$ cat src/rtl/sbcd_pkg.sv
package sbcd_pkg;

    localparam int DIG_W   = 4;
    localparam int N_DIG   = 3;
    localparam int DEC_MAX = 9;
    localparam int RADIX   = 10;

    typedef logic [DIG_W-1:0] digit_t;

    // relation between the two magnitudes
    typedef enum logic [1:0] {
        MAG_EQ   = 2'b00,
        MAG_A_GT = 2'b01,
        MAG_B_GT = 2'b10
    } mag_rel_e;

    typedef enum logic {
        DOP_ADD = 1'b0,
        DOP_SUB = 1'b1
    } dop_e;

    // decisions produced by the control stage
    typedef struct packed {
        dop_e op;
        logic swap;
        logic neg;
    } plan_t;

    // correction applied when an add leaves the decimal range
    localparam digit_t ADD_FIX = digit_t'((1 << DIG_W) - RADIX);
    // correction applied when a subtract borrows
    localparam digit_t SUB_FIX = digit_t'(RADIX);

    function automatic mag_rel_e rel_step(input digit_t a, input digit_t b,
                                          input mag_rel_e lower);
        if (a > b)      return MAG_A_GT;
        else if (a < b) return MAG_B_GT;
        else            return lower;
    endfunction

endpackage

$ cat src/rtl/sbcd_mag_cmp.sv
module sbcd_mag_cmp
    import sbcd_pkg::*;
#(
    parameter int NDIG = N_DIG
) (
    input  digit_t   [NDIG-1:0] a_mag,
    input  digit_t   [NDIG-1:0] b_mag,
    output mag_rel_e            rel
);
    // chain runs from the least significant digit upward, so the most
    // significant differing digit has the last word
    mag_rel_e chain [NDIG+1];

    assign chain[0] = MAG_EQ;

    for (genvar g = 0; g < NDIG; g++) begin : g_cmp
        assign chain[g+1] = rel_step(a_mag[g], b_mag[g], chain[g]);
    end

    assign rel = chain[NDIG];
endmodule

$ cat src/rtl/sbcd_ctl.sv
module sbcd_ctl
    import sbcd_pkg::*;
(
    input  logic     a_neg,
    input  logic     b_neg,
    input  mag_rel_e rel,
    output plan_t    plan
);
    always_comb begin
        plan = '{op: DOP_ADD, swap: 1'b0, neg: a_neg};
        if (a_neg != b_neg) begin
            plan.op = DOP_SUB;
            unique case (rel)
                MAG_B_GT: begin
                    plan.swap = 1'b1;
                    plan.neg  = b_neg;
                end
                MAG_A_GT: plan.neg = a_neg;
                default:  plan.neg = 1'b0;
            endcase
        end
    end
endmodule

$ cat src/rtl/sbcd_digit_cell.sv
module sbcd_digit_cell
    import sbcd_pkg::*;
(
    input  digit_t a,
    input  digit_t b,
    input  dop_e   op,
    input  logic   ci,
    output digit_t d,
    output logic   co
);
    logic [DIG_W:0] raw;

    always_comb begin
        if (op == DOP_ADD) begin
            raw = {1'b0, a} + {1'b0, b} + {{DIG_W{1'b0}}, ci};
            co  = (raw > (DIG_W+1)'(DEC_MAX));
            d   = co ? (raw[DIG_W-1:0] + ADD_FIX) : raw[DIG_W-1:0];
        end else begin
            raw = {1'b0, a} - {1'b0, b} - {{DIG_W{1'b0}}, ci};
            co  = raw[DIG_W];
            d   = co ? (raw[DIG_W-1:0] + SUB_FIX) : raw[DIG_W-1:0];
        end
    end
endmodule

$ cat src/rtl/sbcd_ripple.sv
module sbcd_ripple
    import sbcd_pkg::*;
#(
    parameter int NDIG = N_DIG
) (
    input  digit_t [NDIG-1:0] x,
    input  digit_t [NDIG-1:0] y,
    input  dop_e              op,
    output digit_t [NDIG-1:0] r,
    output logic              co
);
    logic [NDIG:0] cy;

    assign cy[0] = 1'b0;

    for (genvar g = 0; g < NDIG; g++) begin : g_cell
        sbcd_digit_cell u_cell (
            .a  (x[g]),
            .b  (y[g]),
            .op (op),
            .ci (cy[g]),
            .d  (r[g]),
            .co (cy[g+1])
        );
    end

    assign co = cy[NDIG];
endmodule

$ cat src/rtl/sbcd_adder.sv
module sbcd_adder
    import sbcd_pkg::*;
#(
    parameter int NDIG = N_DIG,
    localparam int W   = NDIG*DIG_W + 1
) (
    input  logic [W-1:0] a_i,
    input  logic [W-1:0] b_i,
    output logic [W-1:0] sum_o,
    output logic         ovf_o
);
    digit_t [NDIG-1:0] a_mag, b_mag, x_mag, y_mag, r_mag;
    mag_rel_e          rel;
    plan_t             plan;
    logic              chain_co;
    logic              mag_zero;

    assign a_mag = a_i[W-2:0];
    assign b_mag = b_i[W-2:0];

    sbcd_mag_cmp #(.NDIG(NDIG)) u_cmp (
        .a_mag (a_mag),
        .b_mag (b_mag),
        .rel   (rel)
    );

    sbcd_ctl u_ctl (
        .a_neg (a_i[W-1]),
        .b_neg (b_i[W-1]),
        .rel   (rel),
        .plan  (plan)
    );

    // larger magnitude goes to the minuend side
    assign x_mag = plan.swap ? b_mag : a_mag;
    assign y_mag = plan.swap ? a_mag : b_mag;

    sbcd_ripple #(.NDIG(NDIG)) u_path (
        .x  (x_mag),
        .y  (y_mag),
        .op (plan.op),
        .r  (r_mag),
        .co (chain_co)
    );

    assign ovf_o    = (plan.op == DOP_ADD) && chain_co;
    assign mag_zero = (r_mag == '0);
    assign sum_o    = {plan.neg & ~(mag_zero & ~ovf_o), r_mag};
endmodule

$ cat config.mk
export PLATFORM = sky130hd
export DESIGN_NAME = sbcd_adder
export DESIGN_NICKNAME = d
export VERILOG_FILES = /design/src/rtl/sbcd_pkg.sv /design/src/rtl/sbcd_mag_cmp.sv /design/src/rtl/sbcd_ctl.sv /design/src/rtl/sbcd_digit_cell.sv /design/src/rtl/sbcd_ripple.sv /design/src/rtl/sbcd_adder.sv
export SDC_FILE = /design/constraint.sdc
export NUM_CORES = 1
export LEC_CHECK = 0
export BUFFER_PORTS_ARGS = -buffer_cell sky130_fd_sc_hd__buf_2
export CORE_AREA = 3 3 93 95
export DETAILED_ROUTE_END_ITERATION = 10
export DIE_AREA = 0 0 96 98
export SETUP_SLACK_MARGIN = 0.5
export SLEW_MARGIN = 20
export SYNTH_ARGS = -nofsm -noshare
export SYNTH_HDL_FRONTEND = slang
export SYNTH_SLANG_ARGS = --single-unit
$ cat constraint.sdc
create_clock -name vclk -period 11.05
set_input_delay 0 -clock vclk [all_inputs]
set_output_delay 0 -clock vclk [all_outputs]
set_load 0.1 [all_outputs]
==> results.md, run 1 <==
- Status: finished clean
- Routed WL: 7.10 mm
- Post-route ant nets: 0
- Non-filler cells in the finished layout: 457
- Core Footprint: 7810 µm²
- Cell Pwr Density: 168 nW/µm²
- Slowest library cell on the worst path: nor2_1
- ANT cells: 0
- Tcrit/Tclk final: 78.4%
- Share of Yosys cell area claimed by the top area cell type: 19.1%
- Part of the Yosys area used for sequential elements: 0%
- Global-route wire length before repair: 11.6 mm
- Final Max Slew Viols: 0
- Vias in the first global route: 2355
- Die area: 9410 µm²
- Placer Congestion: 0.881
- Highest clock rate: 115 MHz
- Largest area contributor in the netlist: ha_1
- Share of cells above drive strength 1: 18.0%
- Post-CTS Setup Bufs: 0
- Number of clock buffers in the layout: 0
- Worst Hold Class: in2out
- Largest net degree at the start of global routing: 25
- GRT Util Overall: 15.1%
- CP Max Fanout: 12
- Number of fillers in the final layout: 870
- PortBufs: 40
- Yosys warning total: 0
- Synth Area per Inst: 7.36 µm²
- Grt ovf: 0
- Routed vias: 2491
- Ranking of synthesized cells by area: ha_1, fa_1, inv_1
- Crit end category: primary output
- Wirelength per Cell: 15.5 µm
- Critical path class: in2out
- Setup violators final: 0
- Ports: 40
- Hold buffers post-CTS: 0
- Relative slew slack: 54.6%
- Row cnt: 32
- Syn_nets: 392
- Tot Pwr: 0.448 mW
- Iter 0 DRT Violations: 146
- Crit start category: input port
- Die width: 96 µm
- Netlist cell types: 61
- Max Cap Viol: 0
- Buf/Inv on CP: 8
- Initial antenna violation count: 0
- Seq_cells: 0
- Synthesis-to-layout area growth: 13.1%
- Drt via density: 5.45
- Tightest Pin Transition: 0.679 ns
- WP data required: 11.05 ns
- Static Leak: 1.29 nW
- Detailed placer's ending HPWL: 6.06 mm
- Min cycle time layout: 8.66 ns
- Fin nets: 428
- Post-Syn Instances: 321
- Post-placement cell count: 457
- Initial core utilization: 30.3%
- Detailed Routing Iterations Pass 1: 4
- Hold Vio Cnt, Final: 0
- Crit-path max cell delay: 0.57 ns
- Mapped Area: 2360 µm²
- Worst VDD drop: 0.163 mV
- Crit path DAT: 8.66 ns
- Unrepaired setup endpoints after global routing: no
- Sequential Area: 0 µm²
- Top delay family on crit path: adder cells
- Number of remaining DRC errors: 0
- Die height: 98 µm
- Setup TNS: 0 ns
- CTS resizes: 0
[cells in the final DEF, fill, tap and decap left out, types with 2 or more instances in the layout]
| master | synthesis | layout |
|---|---|---|
| a221oi_2 | 2 | 2 |
| o311a_1 | 2 | 2 |
| nor4_2 | 3 | 3 |
| a211oi_2 | 2 | 2 |
| a22o_1 | 2 | 2 |
| nand2_1 | 17 | 17 |
| nor2_1 | 33 | 33 |
| nor4_1 | 3 | 3 |
| o211ai_1 | 4 | 4 |
| o2bb2ai_1 | 2 | 2 |
| o211a_1 | 7 | 7 |
| o21ai_0 | 12 | 12 |
| fa_1 | 9 | 9 |
| o21bai_1 | 7 | 7 |
| and2_1 | 3 | 3 |
| buf_2 | 3 | 40 |
| a22oi_1 | 3 | 3 |
| ha_1 | 36 | 36 |
| nand3_1 | 4 | 4 |
| mux2i_1 | 4 | 4 |
| a21oi_1 | 17 | 17 |
| a211o_1 | 2 | 2 |
| o2111ai_1 | 2 | 2 |
| nand2b_1 | 12 | 12 |
| o21ai_1 | 4 | 4 |
| a21o_1 | 10 | 10 |
| xor2_1 | 6 | 5 |
| or2_2 | 5 | 5 |
| o22ai_1 | 2 | 2 |
| a31oi_1 | 6 | 6 |
| a211oi_1 | 4 | 4 |
| inv_1 | 38 | 38 |
| nand4_1 | 3 | 3 |
| buf_4 | 0 | 2 |
| xnor2_1 | 5 | 5 |
| nor3_1 | 11 | 11 |
| o21a_1 | 5 | 5 |
| nor2b_1 | 3 | 3 |
| nor4b_2 | 2 | 2 |
[Yosys cell counts, drive strengths merged, types with 5 or more instances]
master  number
a211oi       6
a21o        10
a21oi       17
a31oi        6
fa           9
ha          36
inv         39
nand2       17
nand2b      12
nor2        33
nor3        11
nor4         6
o211a        7
o21a         5
o21ai       16
o21bai       7
or2          6
xnor2        6
xor2         6
[final timing paths]
check / end / startpoint / cells after the start
worst min-delay path: sum_o[12] / b_i[12] / 4
worst max-delay path: sum_o[12] / b_i[6] / 40
[per-layer routing]
metal | GRT usage (%) | vias up | wire length, µm
li1 | - | 1243 | -
met1 | 22.2 | 1177 | 3280
met2 | 25.2 | 67 | 3350
met3 | 0.462 | 4 | 398
met4 | 1.20 | 0 | 65
met5 | 0 | - | 0
[metrics by stage]
| stage | area (µm²) | utilization, % | hold WS, ns | setup slack, ns |
|---|---|---|---|---|
| global placement | 2670 | 34.2 | 0.732 | 2.73 |
| CTS | 2670 | 34.2 | 0.728 | 2.40 |
| detailed placement | 2670 | 34.2 | 0.722 | 2.41 |
| floorplan | 2360 | - | 0.467 | 2.36 |
| finish | 2670 | 34.2 | 0.716 | 2.39 |
| global route | 2670 | 34.2 | 0.784 | 1.63 |
[layout make-up]
type / count / area (µm²) / area share, %
inverters: 39 / 146 / 5.48
multi-input cells: 274 / 2180 / 81.7
well taps: 102 / 128 / 4.78
repair buffers: 42 / 215 / 8.05
[power breakdown]
part,internal (mW),total (mW),switching (mW)
clock network,0,0,0
registers,0,0,0
logic,0.130,0.448,0.318
[cells by family after synthesis]
kind of cell | Yosys count | synth area share [%]
compound gates | 107 | 34.4
xor+xnor | 13 | 5.72
fa+ha+maj | 45 | 26.7
buf+inv | 47 | 7.94
mux | 4 | 1.69
simple gates | 105 | 23.6
Power figures use the tool's default switching activity.
==> run 2: changes to the inputs <==
Settings changed: ABC_AREA from default to 1, CORE_AREA 3 3 93 95 to 3 3 90 92, DIE_AREA 0 0 96 98 to 0 0 93 95.
Clock period 11.05 ns to 9.1 ns, I/O delays scaled along.
==> run 2 against run 1 <==
Net effect:
- utilization rose by 0.26 points
- highest routed layer unchanged
- global-route usage is 1.4 points lower
- cell count rose by 17%
- worst setup slack worse by 0.90 ns
- first-iteration DRC count is 22% lower
- critical endpoint unchanged
- critical path depth grew 12
==> results.md, run 2 <==
- Status: finished clean
- Largest area contributor in the netlist: ha_1
- Met2 GRT Util: 24.8% (-0.34 points)
- GRT Max-Usage Layer: met2
- Detailed Routing Iterations Pass 1: 5 (+1)
- Synth Area per Inst: 5.55 µm² (-25%)
- Vias in the first global route: 2375 (+0.85%)
- Tightest Pin Transition: 0.630 ns (-0.0492 ns)
- Cell Pwr Density: 184 nW/µm² (+9.9%)
- Worst hold slack: 0.698 ns (-0.0185 ns)
- Core Footprint: 7290 µm² (-6.6%)
- Critical path class: in2out
- Crit start category: input port
- Post-route ant nets: 0 (unchanged)
- Post-Syn Instances: 400 (+25%)
- WP data required: 9.10 ns (-1.95 ns)
- Commonest non-fill, non-tap cell in the layout: nand2_1
- Min cycle time layout: 7.61 ns
- GRT Util Overall: 13.6% (-1.4 points)
- Crit-path max cell delay: 0.53 ns (-0.04 ns)
- Post-placement cell count: 534 (+17%)
- Die height: 95 µm (-3.1%)
- Drt via density: 4.75 (-13%)
- Initial antenna violation count: 0 (unchanged)
- Post-CTS Setup Bufs: 0 (unchanged)
- Iter 0 DRT Violations: 114 (-22%)
- Placer Congestion: 0.885 (+0.44%)
- Initial core utilization: 30.4% (+0.15 points)
- CP Max Fanout: 26 (+14)
- Global-route wire length before repair: 10.2 mm (-12%)
- Routed WL: 5.96 mm (-16%)
- Worst VDD drop: 0.158 mV (-2.9%)
- Syn_nets: 471 (+20%)
- Crit path DAT: 7.61 ns (-1.05 ns)
- Setup violators final: 0 (unchanged)
- Commonest non-fill, non-tap cells in the layout: nand2_1, inv_1, nand3_1
- Die area: 8840 µm² (-6.1%)
- CTS resizes: 0 (unchanged)
- Number of remaining DRC errors: 0 (unchanged)
- Mapped Area: 2220 µm² (-6.1%)
- Hold Vio Cnt, Final: 0 (unchanged)
- Met3 Use GR: 0.717% (+0.25 points)
- Tot Pwr: 0.463 mW (+3.4%)
- Non-filler cells in the finished layout: 534 (+17%)
- ANT cells: 0 (unchanged)
- Detailed placer's ending HPWL: 5.23 mm (-14%)
- Unrepaired setup endpoints after global routing: no
- Crit end category: primary output
- Synthesis-to-layout area growth: 13.4%
- Worst Hold Class: in2out
- Routed vias: 2535 (+1.8%)
- Yosys warning total: 0 (unchanged)
- Met1 usage: 18.1% (-4.1 points)
- Grt ovf: 0 (unchanged)
- Row cnt: 31 (-3.1%)
- Die width: 93 µm (-3.1%)
- Max Cap Viol: 0 (unchanged)
- Seq_cells: 0 (unchanged)
- Worst Setup EP: sum_o[12]
- Most numerous cell in the Yosys netlist: nand2_1
- Largest net degree at the start of global routing: 27 (+8.0%)
- Static Leak: 1.54 nW (+20%)
- Ranking of synthesized cells by area: ha_1, nand2_1, inv_1
- Share of Yosys cell area claimed by the top area cell type: 20.3% (+1.2 points)
- Tcrit/Tclk final: 83.7%
- Final Max Slew Viols: 0 (unchanged)
- Commonest cells post-synth: nand2_1, inv_1, nand3_1
- Fin nets: 508 (+19%)
- Hold buffers post-CTS: 0 (unchanged)
- Wirelength per Cell: 11.2 µm (-28%)
- Part of the Yosys area used for sequential elements: 0% (unchanged)
- Number of fillers in the final layout: 867 (-0.34%)
- CP startpoint: b_i[9]
- PortBufs: 40 (unchanged)
- Highest clock rate: 131 MHz
- Relative slew slack: 58.0% (+3.4 points)
- Netlist cell types: 30 (-51%)
- Setup TNS: 0 ns (unchanged)
- Ports: 40 (unchanged)
- Slowest library cell on the worst path: fa_1
- Sequential Area: 0 µm² (unchanged)
- Share of cells above drive strength 1: 12.4% (-5.6 points)
- Number of clock buffers in the layout: 0 (unchanged)
==> run 2: cell count changes after synthesis, moves of 6 or more <==
cell,before,now
inv_1,38,75
a21o_1,10,0
nand4_1,3,10
nand2b_1,12,0
nand2_1,17,108
nand3_1,4,56
nor3_1,11,0
o211a_1,7,0
o21ai_0,12,18
o21bai_1,7,0
a31oi_1,6,0
==> run 2: cell type report <==
cell class                      count  area [µm²]  share of cell area, %
Inverter                           82         308                   12.2
Tap cell                           99         124                   4.93
Timing Repair Buffer               40         200                   7.96
Multi-Input combinational cell    313        1880                   74.9
==> run 2: worst max-delay path: cells and delay by family <==
family	cells	cell delay (ns)
AOI/OAI and AO/OA	8	1.19
buffers and inverters	13	1.26
and+or+nand+nor	22	2.32
adders and majority gates	9	2.84
==> run 2: per-layer routing <==
layer / part of all wire (%) / vias to the layer above
met1: 47 / 1114
li1: - / 1360
met5: 0 / -
met2: 48 / 55
met4: 1.3 / 0
met3: 3.3 / 6
==> run 2: worst min-delay path by stage <==
stage	from	to	slack, ns	cells past startpoint
2_1_floorplan	b_i[12]	sum_o[12]	0.51	4
3_3_place_gp	b_i[0]	sum_o[0]	0.70	4
3_5_place_dp	b_i[0]	sum_o[0]	0.69	4
4_1_cts	b_i[0]	sum_o[0]	0.70	4
5_1_grt	b_i[0]	sum_o[0]	0.74	4
6_report	b_i[0]	sum_o[0]	0.70	4
==> run 2: power breakdown <==
part           internal [mW]  switching [mW]  leakage, nW
Clock                      0               0            0
Sequential                 0               0            0
Combinational          0.116           0.347         1.54
==> run 2: metrics by stage <==
stage                     cell area, µm²  util, %  worst slack [ns]
after global routing                2510     34.5             0.665
final                               2510     34.5              1.49
after CTS                           2510     34.5              1.52
after floorplan                     2220        -             0.704
after global placement              2510     34.5              1.67
after detailed placement            2510     34.5              1.54
==> run 2: cell families after synthesis <==
group,synth area share [%]
adders and majority gates,28.4
AOI/OAI and AO/OA,11.2
xor gates and xnor gates,0.790
and+or+nand+nor,44.5
buffers and inverters,15.1
